==> src/rtl/mdio_pkg.sv <==
// Package: constants of the clause-22 management frame and the
// range-code to half-period mapping. Assumes the fixed 64-bit frame.
package mdio_pkg;
    localparam int PHY_AW    = 5;
    localparam int REG_AW    = 5;
    localparam int DATA_W    = 16;
    localparam int PRE_LEN   = 32;
    localparam int TA_LEN    = 2;
    localparam int FRAME_LEN = PRE_LEN + 4 + PHY_AW + REG_AW + TA_LEN + DATA_W;
    localparam int RD_DRIVE  = FRAME_LEN - DATA_W - TA_LEN;
    localparam int CNT_W     = $clog2(FRAME_LEN);
    localparam int HALF_W    = 6;
    localparam int CODE_W    = 4;

    // Half of the MDC divisor for a range code; reserved codes fall back to the slowest.
    function automatic logic [HALF_W-1:0] half_period(input logic [CODE_W-1:0] code);
        logic [HALF_W-1:0] h;
        if (code[3]) begin
            h = {3'b000, code[2:0]} + 6'd2;
        end else begin
            case (code[2:0])
                3'd0:    h = 6'd21;
                3'd1:    h = 6'd31;
                3'd2:    h = 6'd8;
                3'd3:    h = 6'd13;
                3'd4:    h = 6'd51;
                default: h = 6'd62;
            endcase
        end
        return h;
    endfunction
endpackage

==> src/rtl/mdio_clkgen.sv <==
// Module: MDC generator. Toggles MDC every HALF system clocks while run is
// high and reports the rising and falling toggles as one-cycle events.
// Assumes half >= 2 and stable while run is high; MDC idles low.
module mdio_clkgen #(
    parameter int HALF_W = 6
) (
    input  logic              clk,
    input  logic              rst_n,
    input  logic              run,
    input  logic [HALF_W-1:0] half,
    output logic              mdc,
    output logic              rise_evt,
    output logic              fall_evt
);
    logic [HALF_W-1:0] cnt;
    logic              tick;

    // Terminal count of the current half period.
    assign tick     = run && (cnt == half - {{(HALF_W-1){1'b0}}, 1'b1});
    assign rise_evt = tick && !mdc;
    assign fall_evt = tick && mdc;

    // Half-period counter and MDC toggle, cleared when idle.
    always_ff @(posedge clk) begin
        if (!rst_n || !run) begin
            cnt <= '0;
            mdc <= 1'b0;
        end else if (tick) begin
            cnt <= '0;
            mdc <= ~mdc;
        end else begin
            cnt <= cnt + {{(HALF_W-1){1'b0}}, 1'b1};
        end
    end

    a_r8_idle_low: assert property (@(posedge clk) disable iff (!rst_n)
        !run |=> !mdc);

    a_r2_half_period: assert property (@(posedge clk) disable iff (!rst_n)
        (mdc != $past(mdc)) |-> ($past(cnt) == $past(half) - 1));
endmodule

==> src/rtl/mdio_frame_seq.sv <==
// Module: frame sequencer. On start it latches the divisor and builds the
// 64-bit frame, shifts one bit per MDC period on falling edges, releases
// MDIO for the read turnaround and data, samples read data on rising
// edges, and pulses done on the last falling edge. Assumes start only
// arrives while idle.
module mdio_frame_seq
    import mdio_pkg::*;
(
    input  logic              clk,
    input  logic              rst_n,
    input  logic              start,
    input  logic              wr,
    input  logic [PHY_AW-1:0] pa,
    input  logic [REG_AW-1:0] ra,
    input  logic [CODE_W-1:0] code,
    input  logic [DATA_W-1:0] wdata,
    input  logic              mdio_in,
    output logic              mdc,
    output logic              mdio_out,
    output logic              mdio_oe,
    output logic              active,
    output logic              done,
    output logic [DATA_W-1:0] rdata
);
    localparam logic [CNT_W-1:0] LAST_BIT  = CNT_W'(FRAME_LEN - 1);
    localparam logic [CNT_W-1:0] DRV_LIMIT = CNT_W'(RD_DRIVE);
    localparam logic [CNT_W-1:0] DATA_BIT0 = CNT_W'(FRAME_LEN - DATA_W);

    logic [FRAME_LEN-1:0] sr;
    logic [FRAME_LEN-1:0] frame;
    logic [CNT_W-1:0]     bitcnt;
    logic                 wr_q;
    logic [HALF_W-1:0]    half_q;
    logic                 rise_evt;
    logic                 fall_evt;

    mdio_clkgen #(.HALF_W(HALF_W)) u_clk (
        .clk      (clk),
        .rst_n    (rst_n),
        .run      (active),
        .half     (half_q),
        .mdc      (mdc),
        .rise_evt (rise_evt),
        .fall_evt (fall_evt)
    );

    // Frame image: preamble, start, opcode, addresses, then turnaround and data or idle ones.
    assign frame = {{PRE_LEN{1'b1}}, 2'b01, (wr ? 2'b01 : 2'b10), pa, ra,
                    (wr ? {2'b10, wdata} : {(DATA_W+TA_LEN){1'b1}})};

    assign done     = active && fall_evt && (bitcnt == LAST_BIT);
    assign mdio_out = active ? sr[FRAME_LEN-1] : 1'b1;
    assign mdio_oe  = active && (wr_q || (bitcnt < DRV_LIMIT));

    // Transaction state: load on start, advance one bit per MDC falling edge.
    always_ff @(posedge clk) begin
        if (!rst_n) begin
            active <= 1'b0;
            sr     <= '1;
            bitcnt <= '0;
            wr_q   <= 1'b0;
            half_q <= HALF_W'(2);
        end else if (start) begin
            active <= 1'b1;
            sr     <= frame;
            bitcnt <= '0;
            wr_q   <= wr;
            half_q <= half_period(code);
        end else if (active && fall_evt) begin
            sr     <= {sr[FRAME_LEN-2:0], 1'b1};
            bitcnt <= bitcnt + {{(CNT_W-1){1'b0}}, 1'b1};
            if (bitcnt == LAST_BIT) active <= 1'b0;
        end
    end

    // Read data capture on MDC rising edges during the data bits.
    always_ff @(posedge clk) begin
        if (!rst_n) begin
            rdata <= '0;
        end else if (active && rise_evt && !wr_q && (bitcnt >= DATA_BIT0)) begin
            rdata <= {rdata[DATA_W-2:0], mdio_in};
        end
    end

    a_r5_out_on_fall: assert property (@(posedge clk) disable iff (!rst_n)
        (active && $past(active) && (mdio_out != $past(mdio_out))) |-> $past(fall_evt));

    a_r6_no_drive_read: assert property (@(posedge clk) disable iff (!rst_n)
        (active && !wr_q && (bitcnt >= DRV_LIMIT)) |-> !mdio_oe);
endmodule

==> src/rtl/mdio_regs.sv <==
// Module: register interface. Holds the control and data words, accepts
// writes only while idle, issues a start pulse when busy is written as 1,
// and on done clears busy and stores read data. Assumes done only while busy.
module mdio_regs
    import mdio_pkg::*;
(
    input  logic              clk,
    input  logic              rst_n,
    input  logic              reg_wr,
    input  logic              reg_sel,
    input  logic [31:0]       reg_wdata,
    input  logic              done,
    input  logic [DATA_W-1:0] rdata,
    output logic [31:0]       ctrl_word,
    output logic [31:0]       data_word,
    output logic              start,
    output logic              busy,
    output logic              wr,
    output logic [PHY_AW-1:0] pa,
    output logic [REG_AW-1:0] ra,
    output logic [CODE_W-1:0] code,
    output logic [DATA_W-1:0] data_q
);
    logic accept;

    // Writes are taken only when no transaction is running.
    assign accept    = reg_wr && !busy;
    assign ctrl_word = {16'h0000, pa, ra, code, wr, busy};
    assign data_word = {16'h0000, data_q};

    // Register updates: software writes while idle, completion from the sequencer.
    always_ff @(posedge clk) begin
        if (!rst_n) begin
            busy   <= 1'b0;
            wr     <= 1'b0;
            pa     <= '0;
            ra     <= '0;
            code   <= '0;
            data_q <= '0;
            start  <= 1'b0;
        end else begin
            start <= accept && !reg_sel && reg_wdata[0];
            if (done) begin
                busy <= 1'b0;
                if (!wr) data_q <= rdata;
            end
            if (accept && !reg_sel) begin
                pa   <= reg_wdata[15:11];
                ra   <= reg_wdata[10:6];
                code <= reg_wdata[5:2];
                wr   <= reg_wdata[1];
                busy <= reg_wdata[0];
            end
            if (accept && reg_sel) data_q <= reg_wdata[DATA_W-1:0];
        end
    end

    a_r9_hold_while_busy: assert property (@(posedge clk) disable iff (!rst_n)
        (busy && $past(busy)) |-> ($stable(pa) && $stable(ra) && $stable(code)
                                   && $stable(wr) && $stable(data_q)));

    a_r4_done_clears: assert property (@(posedge clk) disable iff (!rst_n)
        done |=> !busy);
endmodule

==> src/rtl/mdio_master.sv <==
// Module: top of the station-management master. Ties the register
// interface to the frame sequencer. Assumes mdio_in reflects the shared
// line (pulled up when undriven).
module mdio_master
    import mdio_pkg::*;
(
    input  logic        clk,
    input  logic        rst_n,
    input  logic        reg_wr,
    input  logic        reg_sel,
    input  logic [31:0] reg_wdata,
    output logic [31:0] ctrl_word,
    output logic [31:0] data_word,
    output logic        mdc,
    output logic        mdio_out,
    output logic        mdio_oe,
    input  logic        mdio_in
);
    logic              start;
    logic              busy;
    logic              wr;
    logic [PHY_AW-1:0] pa;
    logic [REG_AW-1:0] ra;
    logic [CODE_W-1:0] code;
    logic [DATA_W-1:0] data_q;
    logic              done;
    logic              active;
    logic [DATA_W-1:0] rdata;

    mdio_regs u_regs (
        .clk       (clk),
        .rst_n     (rst_n),
        .reg_wr    (reg_wr),
        .reg_sel   (reg_sel),
        .reg_wdata (reg_wdata),
        .done      (done),
        .rdata     (rdata),
        .ctrl_word (ctrl_word),
        .data_word (data_word),
        .start     (start),
        .busy      (busy),
        .wr        (wr),
        .pa        (pa),
        .ra        (ra),
        .code      (code),
        .data_q    (data_q)
    );

    mdio_frame_seq u_seq (
        .clk      (clk),
        .rst_n    (rst_n),
        .start    (start),
        .wr       (wr),
        .pa       (pa),
        .ra       (ra),
        .code     (code),
        .wdata    (data_q),
        .mdio_in  (mdio_in),
        .mdc      (mdc),
        .mdio_out (mdio_out),
        .mdio_oe  (mdio_oe),
        .active   (active),
        .done     (done),
        .rdata    (rdata)
    );

    a_r4_active_needs_busy: assert property (@(posedge clk) disable iff (!rst_n)
        active |-> busy);

    a_r8_idle_quiet: assert property (@(posedge clk) disable iff (!rst_n)
        (!busy && !start) |-> (!mdio_oe && !mdc));
endmodule

==> config.mk <==
export PLATFORM = sky130hd
export DESIGN_NAME = mdio_master
export DESIGN_NICKNAME = d
export VERILOG_FILES = /design/src/rtl/mdio_pkg.sv /design/src/rtl/mdio_clkgen.sv /design/src/rtl/mdio_frame_seq.sv /design/src/rtl/mdio_regs.sv /design/src/rtl/mdio_master.sv
export SDC_FILE = /design/constraint.sdc
export NUM_CORES = 1
export LEC_CHECK = 0
export CORE_UTILIZATION = 30
export DETAILED_ROUTE_END_ITERATION = 10
export SLEW_MARGIN = 15
export SYNTH_ARGS = -nofsm -noshare
export SYNTH_HDL_FRONTEND = slang
export SYNTH_SLANG_ARGS = --single-unit
==> constraint.sdc <==
create_clock -name clk -period 3.8 [get_ports clk]
set_clock_uncertainty 0.15 [all_clocks]
set_input_delay 0.38 -clock clk [delete_from_list [all_inputs] [get_ports clk]]
set_output_delay 0.38 -clock clk [all_outputs]
set_load 0.01 [all_outputs]
## Yosys cells after proc, flatten, opt, wreduce, memory -nomap -nowiden

Cells that the tools add are included.

- Word-level logic and storage cells: 76
- Output and inout port bits: 67
- Flip-flop bits (word level): 134

- Eq/ne operators: 7
- Reduce and logical (&&, ||, !) cells: 30
- Add/sub/neg operators: 4
- Mux-type cells: 15
- Bitwise gates (word level): 2
- $lt $le $gt $ge: 2

Operator list:

| operator | number |
|---|---|
| 32-bit 2-to-1 mux | 2 |
| 16-bit 2-to-1 mux | 3 |
| 6-bit case mux with 5 select lines | 1 |
| 17-bit 2-to-1 mux | 1 |
| 1-bit logical AND | 13 |
| 6-bit by 1-bit adder with 6-bit output, second input constant | 2 |
| 2-bit nonzero test | 4 |
| 3-bit by 2-bit equality test with 1-bit output, second input constant | 2 |
| 6-bit equality test | 1 |
| 6-bit equality test, second input constant | 1 |
| 6-bit greater-or-equal comparator, second input constant | 1 |
| 1-bit zero test | 6 |
| 6-bit less-than comparator, second input constant | 1 |
| 1-bit 2-to-1 mux | 6 |
| 6-bit 2-to-1 mux | 1 |
| 6-bit by 1-bit subtractor with 6-bit output, second input constant | 1 |
| 3-bit by 2-bit adder with 4-bit output, second input constant | 1 |
| 2-bit AND reduction | 2 |
| 2-bit OR reduction | 2 |
| 3-bit by 1-bit equality test with 1-bit output, second input constant | 1 |
| 3-bit equality test, second input constant | 1 |
| 3-bit zero test | 1 |
| 1-bit logical OR | 2 |
| 2-bit 2-to-1 mux | 1 |
| other kinds (2) | 3 |

## Depth between registers and ports, before layout

Gate-level depths: netlist of the first run.

- Depth in word-level cells: 8
- Depth in mapped cells: 11
- Depth with buffers taken out: 8

## Hierarchy

A second synthesis of the first run with hierarchy kept.

- Cells, all modules: 722
- Area total of the unflattened synthesis: 6,072.1 um2

By module, submodules not included:

| module | times used | area each (um2) | seq. area each (um2) | cells each |
|---|---|---|---|---|
| mdio_frame_seq | 1 | 3,801.1 | 1,881.8 | 441 |
| mdio_regs | 1 | 1,810.5 | 660.6 | 229 |
| mdio_clkgen | 1 | 460.4 | 140.1 | 52 |

## Worst setup path before layout of the first run

No wires, ideal clock.

- Path kind: register to register
- Start point: register u_seq.half_q[0]
- End point: register u_regs.data_q[10]
- Arrival time: 2.140 ns
- Required time: 3.529 ns
- Clock period less this slack: 2.411 ns
- Cell stages (with the launch flop): 12
- Path slack: 1.389 ns
- Path through: dfxtp_1 inv_1 ha_1 and2_1 o21a_1 o31a_1 buf_4 or3_1 buf_2 buf_6 nor3_2 nor3_1

- Cells in the longest elaborated chain, start to end: 8

RTL lines:

| item | line | text |
|---|---|---|
| from (decl) | mdio_frame_seq.sv:33 | `logic [HALF_W-1:0] half_q;` |
| from (signal assigned) | mdio_frame_seq.sv:68 | `half_q <= half_period(code);` |
| 6-bit by 1-bit subtractor with 6-bit output | mdio_clkgen.sv:19 | `assign tick = run && (cnt == half - {{(HALF_W-1){1'b0}}, 1'b1});` |
| 6-bit equality test | mdio_clkgen.sv:19 |  |
| 1-bit logical AND | mdio_clkgen.sv:19 |  |
| 1-bit logical AND | mdio_clkgen.sv:21 | `assign fall_evt = tick && mdc;` |
| 1-bit logical AND (2 in series) | mdio_frame_seq.sv:51 | `assign done = active && fall_evt && (bitcnt == LAST_BIT);` |
| 2-bit nonzero test (no source line) | n/a |  |
| 2-bit AND reduction (no source line) | n/a |  |
| to (signal assigned) | mdio_regs.sv:45 | `if (!wr) data_q <= rdata;` |
| to (signal assigned) | mdio_regs.sv:54 | `if (accept && reg_sel) data_q <= reg_wdata[DATA_W-1:0];` |
| to (decl) | mdio_regs.sv:22 | `output logic [DATA_W-1:0] data_q` |

Every way passes these cells.
A chain may end at the register's enable or synchronous reset.

## Worst setup path in the final report of the first run

- Start point: register u_seq.half_q[0]
- End point: register u_seq.sr[5]

- Cells in the longest elaborated chain, start to end: 6

RTL lines:

| item | line | text |
|---|---|---|
| 6-bit by 1-bit subtractor with 6-bit output | mdio_clkgen.sv:19 |  |
| 6-bit equality test | mdio_clkgen.sv:19 |  |
| 1-bit logical AND | mdio_clkgen.sv:19 |  |
| 1-bit logical AND | mdio_clkgen.sv:21 |  |
| 1-bit logical AND | mdio_frame_seq.sv:69 | `end else if (active && fall_evt) begin` |
| 2-bit nonzero test (no source line) | n/a |  |
| to (signal assigned) | mdio_frame_seq.sv:65 | `sr <= frame;` |
| to (signal assigned) | mdio_frame_seq.sv:70 | `sr <= {sr[FRAME_LEN-2:0], 1'b1};` |
| to (decl) | mdio_frame_seq.sv:29 | `logic [FRAME_LEN-1:0] sr;` |

Every way passes these cells.

==> results of run 1 <==
synth_stat cells (2+ instances only):
cell / n / area share (%)
a211oi_1: 2 / 0.26
a21boi_0: 16 / 2.1
a21oi_1: 3 / 0.26
a31oi_1: 29 / 3.1
and3_1: 3 / 0.32
and3b_1: 12 / 1.8
buf_1: 2 / 0.13
buf_2: 14 / 1.2
buf_4: 36 / 4.7
clkbuf_1: 30 / 1.9
dfxtp_1: 134 / 46
ha_1: 5 / 1.1
inv_1: 6 / 0.39
mux2i_1: 22 / 3.8
nand2_1: 166 / 11
nand2b_1: 3 / 0.32
nand3_1: 42 / 3.6
nand3b_1: 2 / 0.26
nand4_1: 2 / 0.22
nor2_1: 36 / 2.3
nor2b_1: 23 / 2.5
nor3_1: 43 / 3.7
nor3_2: 10 / 1.7
nor3b_1: 2 / 0.26
nor4_1: 2 / 0.22
o21ai_0: 20 / 1.7
o31a_1: 2 / 0.30
or3_1: 2 / 0.22
xnor2_1: 8 / 1.2
xor2_1: 8 / 1.2
worst max-delay path: stages (launching register included):
cell,delay [ps]
dfxtp_1,400
inv_1,70
ha_1,200
and2_1,180
a211oi_1,230
o31a_1,490
or2_2,620
buf_4,350
nand2_1,80
a31oi_1,170
where the power goes:
part | leakage [uW] | total [uW] | switching (uW) | internal, uW
combinational | 0.00165 | 203 | 110 | 93.0
sequential | 0.00109 | 1470 | 33.9 | 1430
clock | 0.000264 | 1520 | 577 | 940
cell type report:
| class | count | area (sq um) | share of cell area [%] |
|---|---|---|---|
| Clock buffer | 22 | 474 | 6.82 |
| Clock inverter | 8 | 76.3 | 1.10 |
| Inverter | 6 | 22.5 | 0.324 |
| Multi-Input combinational cell | 507 | 2750 | 39.6 |
| Sequential cell | 134 | 2680 | 38.6 |
| Tap cell | 260 | 325 | 4.68 |
| Timing Repair Buffer | 65 | 621 | 8.92 |
layer usage:
| layer | part of all wire [%] | up-vias | track usage [%] |
|---|---|---|---|
| li1 | - | 2341 | - |
| met5 | 0 | - | 0 |
| met2 | 49 | 101 | 22.4 |
| met3 | 4.2 | 11 | 3.94 |
| met4 | 1.1 | 0 | 4.81 |
| met1 | 46 | 2135 | 16.8 |
state kept, by name, indices dropped and copies added, names as in the netlist, 4 cells and up:
register / flops
u_regs.code: 4
u_seq.u_clk.cnt: 6
u_regs.ra: 5
u_seq.rdata: 16
u_seq.half_q: 6
u_regs.data_q: 16
u_regs.pa: 5
u_seq.bitcnt: 6
u_seq.sr: 64
placed cells by master (no fill, tap or decap), types with 5 or more instances in the layout:
cell type / count
xnor2_1: 8
conb_1: 32
clkbuf_16: 17
nor2b_1: 22
inv_1: 6
nand3_1: 42
clkdlybuf4s50_1: 54
and3b_1: 12
nand2_1: 166
xor2_1: 8
nor3_2: 10
o21ai_0: 20
mux2i_1: 22
nor2_1: 35
dfxtp_1: 134
ha_1: 5
buf_4: 10
a31oi_1: 29
a21boi_0: 16
nor3_1: 43
worst paths after layout:
path,end,slack (ps),cells after the start,startpoint
worst max register to register,u_seq.sr[5],750,9,u_seq.half_q[0]
worst min-delay path,u_seq.sr[63],310,2,u_seq.sr[63]
worst max-delay path,u_seq.sr[5],750,9,u_seq.half_q[0]
worst min register to register,u_seq.sr[63],310,2,u_seq.sr[63]
cell families after synthesis:
kind of cell / after synthesis
adder cells (fa/ha/maj): 5
AND/OR/NAND/NOR: 353
XOR/XNOR: 16
buffers and inverters: 89
multiplexers: 22
other: 1
AO/OA/AOI/OAI: 79
flip-flops: 134
metrics by stage:
step | power (uW) | util (%)
final | 3190 | 36.9
after global routing | 3310 | 36.9
after CTS | 3230 | 36.9
after detailed placement | 1700 | 34.0
after global placement | 1700 | 34.0
after floorplan | 1630 | -
==> results.py, run 1 <==
metrics = {
    "cells_and_area": {
        "fin_cells": 1002,
        "drive_gt1_share_pct": 7.55,
        "finalInstanceArea_sq_um": 6950,
        "nFillCells": 1963,
        "synthToLayoutAreaGrowth_pct": 19.9,
        "num_antenna_cells": 0,
        "nNetsFinal": 773,
    },
    "setup_path": {
        "path_class": "register to register",
        "startpoint_type": "register",
        "critical_path_arrival_ps": 3230,
        "crit_required_ps": 3980,
        "crit_path_max_fanout": 32,
        "worst_setup_path_end_kind": "register",
    },
    "cts": {
        "cts_buffers": 17,
        "root_buffer": "clkbuf_16",
        "clk_pin_slew_worst_paths_ps": 60,
        "clk_latency_ps": 410,
        "cts_hold_buf": 0,
        "ctsResizeCount": 0,
        "cts.path.max_buffers": 2,
        "cts_tree": "built",
        "cts.sinks": 134,
        "cts_setup_buffers": 0,
        "cts_max_level": 4,
    },
    "placed_design": {
        "gp_congestion": 0.794,
        "place_hpwl_mm": 8.76,
        "portBuffers": 55,
        "placed_area_sq_um": 6400,
        "pre_cts_ws_ps": 765,
        "place_inst": 972,
    },
    "synth": {
        "async_reset_ff_share_pct": 0,
        "ys_types": 44,
        "synth_simple_gate_area_share_pct": 29.0,
        "syn-cell-area_sq_um": 5800,
        "synthFlopType": "dfxtp_1",
        "synth_compound_area_share_pct": 8.85,
        "ys_seq_area_share_pct": 46.3,
        "synth_fa_ha_area_share_pct": 1.08,
        "synth_edf_count": 0,
        "synthXorXnorAreaFrac_pct": 2.42,
        "synthCells": 699,
        "ys_ff_latch": 134,
        "ys.warnings.count": 0,
        "synth.avg_cell_area_sq_um": 8.29,
        "synth_top_family_by_area": "simple AND/OR/NAND/NOR gates",
        "muxShareOfSynthArea_pct": 3.80,
    },
    "routing": {
        "final_antenna_net_count": 0,
        "wl_mm": 12.9,
        "drt_pass1_iterations": 5,
        "vias": 4588,
        "drcViolationCount": 0,
        "wl_per_cell_um": 12.9,
        "viasPerCell": 4.58,
        "drt_iter0_drc": 335,
    },
    "global_routing": {
        "grt_pass1_vias": 4144,
        "grtUsageTotal_pct": 13.6,
        "antenna_found_initial": 0,
        "grt_pass1_wl_mm": 21.0,
        "overflow": 0,
        "grt_max_degree": 75,
    },
    "sta": {
        "fin_ws_ps": 755,
        "setup_viol": 0,
        "fmax_mhz": 328,
        "tns_ps": 0,
        "min_period_ps": 3050,
        "finalHoldViolations": 0,
        "slew_viol_final": 0,
        "max_slew_margin_pct": 42.5,
        "rsz0062_at_grt": "no",
        "hold-worst-slack_ps": 306,
        "tightestPinTransition_ps": 861,
        "fin_crit_sh_pct": 80.1,
    },
    "power": {
        "p_leak_uw": 0.00301,
        "p_per_area_nw_per_um2": 459,
        "irDropWorstVdd_mv": 0.281,
    },
    "floorplanning": {
        "core_sq_um": 18800,
        "die_area_sq_um": 19900,
        "core.rowCount": 50,
        "num_io_pins": 104,
        "fp.dieW_um": 141,
        "start_util_pct": 30.8,
        "die_h_um": 141,
    },
    "job": {
        "max-cap-violations": 0,
    },
    "hold_path": {
        "hold_class": "register to register",
    },
    "outcome": {
        "status": "completed",
    },
}
No activity file was read; power rests on OpenSTA's default activity.
==> run 2, diff against run 1 <==
Clock period 3.8 ns to 2.7 ns, I/O delays scaled along.
==> run 2 against run 1 <==
- worst setup slack got worse by 520 ps
- critical endpoint is now u_seq.active
- first-iteration DRC count down 17%
- worst hold slack got worse by 250 ps
- largest power group unchanged
- combinational power rose by 45%
- critical path type unchanged
- count of clock-buffer cells in the layout decreased by 4
==> results.py, run 2 (synthesis results as in run 1) <==
metrics = {
    "outcome": {
        "status": "completed",
    },
    "setup_path": {
        "critical_path_arrival_ps": 2600,
        "startpoint_type": "register",
        "crit_path_max_fanout": 8,
        "path_class": "register to register",
        "cpPeakStageDelay_ps": 370,
        "crit_required_ps": 2840,
        "path_cells": "inv_1 > ha_1 > xor2_2 > nand4_1 > a211o_4 > or2_2 > nor3_1 > o21ai_0",
        "worst_setup_path_end_kind": "register",
        "slowest_stage": "dfxtp_2",
    },
    "job": {
        "max-cap-violations": 0,
    },
    "cts": {
        "cts.path.max_buffers": 2,
        "cts_max_level": 4,
        "cts.sinks": 134,
        "cts_tree": "built",
        "clk_latency_ps": 420,
        "cts_buffers": 17,
        "clk_pin_slew_worst_paths_ps": 60,
        "root_buffer": "clkbuf_16",
    },
    "global_routing": {
        "grtUsageTotal_pct": 13.8,
        "grt_pass1_wl_mm": 21.4,
        "grt_pass1_vias": 4221,
        "grt_max_degree": 66,
        "antenna_found_initial": 0,
        "overflow": 0,
    },
    "sta": {
        "finalHoldViolations": 0,
        "tightestPinTransition_ps": 568,
        "rsz0062_at_grt": "no",
        "setup_viol": 0,
        "fmax_mhz": 406,
        "tns_ps": 0,
        "max_slew_margin_pct": 62.0,
        "min_period_ps": 2460,
        "slew_viol_final": 0,
        "fin_crit_sh_pct": 91.3,
    },
    "cells_and_area": {
        "mostFrequentLayoutCells": "nand2_1, dfxtp_1, clkdlybuf4s50_1, nor3_1, nand3_1",
        "num_antenna_cells": 0,
        "final_common_cell": "nand2_1",
        "drive_gt1_share_pct": 8.69,
        "nNetsFinal": 777,
        "finalInstanceArea_sq_um": 7110,
        "synthToLayoutAreaGrowth_pct": 22.6,
        "regMostFlops": "u_seq.sr",
        "reg_top3": "u_seq.sr: 64 flops, u_regs.data_q: 16 flops, u_seq.rdata: 16 flops",
        "largest_register_ffs": 64,
        "final_util_pct": 37.7,
    },
    "floorplanning": {
        "core_sq_um": 18800,
        "die_area_sq_um": 19900,
        "die_h_um": 141,
        "fp.dieW_um": 141,
        "core.rowCount": 50,
        "num_io_pins": 104,
        "start_util_pct": 30.8,
    },
    "routing": {
        "drcViolationCount": 0,
        "viasPerCell": 4.52,
        "wl_per_cell_um": 12.9,
        "final_antenna_net_count": 0,
        "drt_iter0_drc": 277,
        "drt_pass1_iterations": 4,
        "wl_mm": 13.0,
        "vias": 4561,
    },
    "power": {
        "p_per_area_nw_per_um2": 655,
        "irDropWorstVdd_mv": 0.493,
        "p_leak_uw": 0.00309,
        "finalPower_uw": 4650,
    },
    "placed_design": {
        "place_hpwl_mm": 8.74,
        "gp_congestion": 0.842,
        "portBuffers": 55,
        "placed_area_sq_um": 6510,
    },
    "hold_path": {
        "hold_class": "input port to register",
    },
}
run 2: layout make-up:
type | instances | area [sq um]
flip-flops and latches | 134 | 2680
clock buffers | 18 | 429
well taps | 260 | 325
clock inverters | 14 | 159
multi-input cells | 507 | 2760
inverters | 6 | 22.5
fillers | 1964 | 11700
repair buffers | 69 | 726
run 2: what timing repair did:
action | CTS | global route
hold buffers | 0 | 0
setup buffers | 0 | 0
setup endpoints to repair | 0 | 7
gates resized for setup | 0 | 2
run 2: final timing paths:
| check | startpoint | to | slack, ps | cells after the start |
|---|---|---|---|---|
| worst max register to register | u_seq.half_q[0] | u_seq.active | 240 | 8 |
| worst min-delay path | rst_n | u_seq.sr[0] | 60 | 2 |
| worst min register to register | u_seq.sr[43] | u_seq.sr[44] | 310 | 2 |
| worst max-delay path | u_seq.half_q[0] | u_seq.active | 240 | 8 |
run 2: metrics by stage:
| step | hold WS [ps] | cells | setup WS [ps] |
|---|---|---|---|
| final | 55.2 | 1008 | 235 |
| after global routing | 67.1 | 1008 | 24.1 |
| after CTS | 33.7 | 1008 | 134 |
| after detailed placement | 302 | 976 | 153 |
| after global placement | 300 | 976 | 195 |
| after floorplan | 265 | 730 | 289 |
run 2: critical path, delay by kind of cell (launching register included):
kind / cells / cell delay (ps)
AOI/OAI and AO/OA: 2 / 480
and+or+nand+nor: 3 / 800
xor gates and xnor gates: 1 / 150
adders and majority gates: 1 / 320
buffers and inverters: 1 / 50
DFF: 1 / 370
run 2: metal layers:
metal	up-vias	track usage [%]	part of all wire, %
li1	2346	-	-
met1	2101	17.2	47
met2	91	22.3	48
met3	23	3.57	3.5
met4	0	6.52	2.4
met5	-	0	0
run 2: where the power goes:
part	internal, uW	switching (uW)	total, uW
clock	1440	851	2290
combinational	137	159	295
sequential	2020	44.6	2060
==> run 3, diff against run 2 <==
Settings changed: HOLD_SLACK_MARGIN from default to 0.1.
==> run 3 against run 2 <==
- sequential power about the same
- total power hardly changed
- highest routed layer unchanged
- count of clock-buffer cells in the layout did not move
- routed wire length is essentially flat
==> results.py, run 3 (synthesis results as in run 1) <==
metrics = {
    "outcome": {
        "status": "completed",
    },
    "power": {
        "internal_power_uw": 3600,
        "p_switching_uw": 1050,
        "p_seq_share_pct": 44.4,
        "power.share.switching_pct": 22.6,
        "p_per_area_nw_per_um2": 654,
        "clockPowerShare_pct": 49.3,
        "p_leak_uw": 0.00309,
        "irDropWorstVdd_mv": 0.493,
        "p_comb_share_pct": 6.4,
    },
    "sta": {
        "finalHoldViolations": 0,
        "tns_ps": 0,
        "rsz0062_at_grt": "no",
        "max_slew_margin_pct": 61.9,
        "fmax_mhz": 406,
        "setup_viol": 0,
        "min_period_ps": 2460,
        "tightestPinTransition_ps": 569,
        "fin_crit_sh_pct": 91.2,
        "slew_viol_final": 0,
    },
    "floorplanning": {
        "die_h_um": 141,
        "fp.dieW_um": 141,
        "num_io_pins": 104,
        "start_util_pct": 30.8,
        "core.rowCount": 50,
        "core_sq_um": 18800,
        "die_area_sq_um": 19900,
    },
    "routing": {
        "wl_mm": 13.0,
        "drcViolationCount": 0,
        "final_antenna_net_count": 0,
        "viasPerCell": 4.54,
        "drt_iter0_drc": 297,
        "vias": 4585,
        "wl_per_cell_um": 12.9,
        "drt_pass1_iterations": 4,
    },
    "global_routing": {
        "grt_pass1_wl_mm": 21.4,
        "grtUsageTotal_pct": 13.8,
        "grt_max_degree": 66,
        "overflow": 0,
        "grt_pass1_vias": 4225,
        "antenna_found_initial": 0,
    },
    "setup_path": {
        "cpPeakStageDelay_ps": 370,
        "path_class": "register to register",
        "cp_top_family": "simple AND/OR/NAND/NOR gates",
        "slowest_stage": "dfxtp_2",
        "crit_required_ps": 2840,
        "worst-path-buf-inv": 1,
        "path_cells": "inv_1 > ha_1 > xor2_2 > nand4_1 > a211o_4 > or2_2 > nor3_1 > o21ai_0",
        "worst_setup_path_end_kind": "register",
        "critical_path_arrival_ps": 2600,
        "startpoint_type": "register",
        "crit_path_max_fanout": 8,
    },
    "cells_and_area": {
        "nFillCells": 1963,
        "multiInputGateArea_sq_um": 2760,
        "nNetsFinal": 778,
        "regArea_sq_um": 2680,
        "final_util_pct": 37.8,
        "num_antenna_cells": 0,
        "mostFrequentLayoutCells": "nand2_1, dfxtp_1, clkdlybuf4s50_1, nor3_1, nand3_1",
        "largest_register_ffs": 64,
        "synthToLayoutAreaGrowth_pct": 22.7,
        "reg_top3": "u_seq.sr: 64 flops, u_regs.data_q: 16 flops, u_seq.rdata: 16 flops",
        "regMostFlops": "u_seq.sr",
        "drive_gt1_share_pct": 8.68,
        "final_common_cell": "nand2_1",
    },
    "cts": {
        "clk_latency_ps": 420,
        "clk_pin_slew_worst_paths_ps": 60,
        "cts.sinks": 134,
        "cts_max_level": 4,
        "cts_setup_buffers": 0,
        "cts_buffers": 17,
        "cts.path.max_buffers": 2,
        "root_buffer": "clkbuf_16",
        "cts_tree": "built",
    },
    "placed_design": {
        "place_hpwl_mm": 8.74,
        "gp_congestion": 0.842,
        "portBuffers": 55,
    },
    "job": {
        "max-cap-violations": 0,
    },
    "hold_path": {
        "hold_class": "input port to register",
    },
}
## run 3: cell types whose count changed in the layout (fill, tap and decap cells not counted), sizes merged
cell	before	now
dlygate4sd3	0	1
## run 3: path summary, 6_finish.rpt
check                                      from            to  slack [ps]  cells past startpoint
worst max-delay path            u_seq.half_q[0]  u_seq.active         240                      8
worst min-delay path              reg_wdata[15]  u_regs.pa[4]         300                      3
worst max register to register  u_seq.half_q[0]  u_seq.active         240                      8
worst min register to register     u_seq.sr[55]  u_seq.sr[55]         320                      2
## run 3: metrics by stage
stage | cells | hold WS [ps] | total power [uW] | setup slack [ps] | instance area, sq um
2_1_floorplan | 730 | 265 | 2290 | 289 | 5910
3_3_place_gp | 976 | 300 | 2400 | 195 | 6510
3_5_place_dp | 976 | 302 | 2400 | 153 | 6510
4_1_cts | 1009 | 281 | 4700 | 134 | 7110
5_1_grt | 1009 | 308 | 4820 | 24.1 | 7120
6_report | 1009 | 300 | 4650 | 237 | 7120
## run 3: area by class of cell
type | instances | area share, %
Tap cell | 260 | 4.57
Multi-Input combinational cell | 507 | 38.8
Clock buffer | 18 | 6.03
Inverter | 6 | 0.317
Timing Repair Buffer | 70 | 10.3
Clock inverter | 14 | 2.23
Sequential cell | 134 | 37.7
## run 3: layer usage
metal,routed length (um),up-vias,global-route usage [%]
met2,6250,86,22.3
li1,-,2348,-
met1,6050,2128,17.2
met3,387,23,3.57
met5,0,-,0
met4,313,0,6.52
## run 3: worst register-to-register path, stage by stage, from the launching register on
cell and delay (ps):
dfxtp_2 370, inv_1 60, ha_1 320, xor2_2 150, nand4_1 120, a211o_4 340, or2_2 330, nor3_1 350
o21ai_0 140
## run 3: repair_timing
action / CTS / global route
endpoints found under the hold margin: 2 / 0
endpoints found under the setup margin: 0 / 7
hold buffers: 1 / 0
resized for setup: 0 / 2
## run 3: power groups by stage
stage	combinational, uW	sequential (uW)	clock (uW)
4_1_cts	297	2060	2340
3_3_place_gp	295	2110	0
2_1_floorplan	192	2100	0
6_report	297	2060	2290
3_5_place_dp	295	2110	0
5_1_grt	326	2070	2430
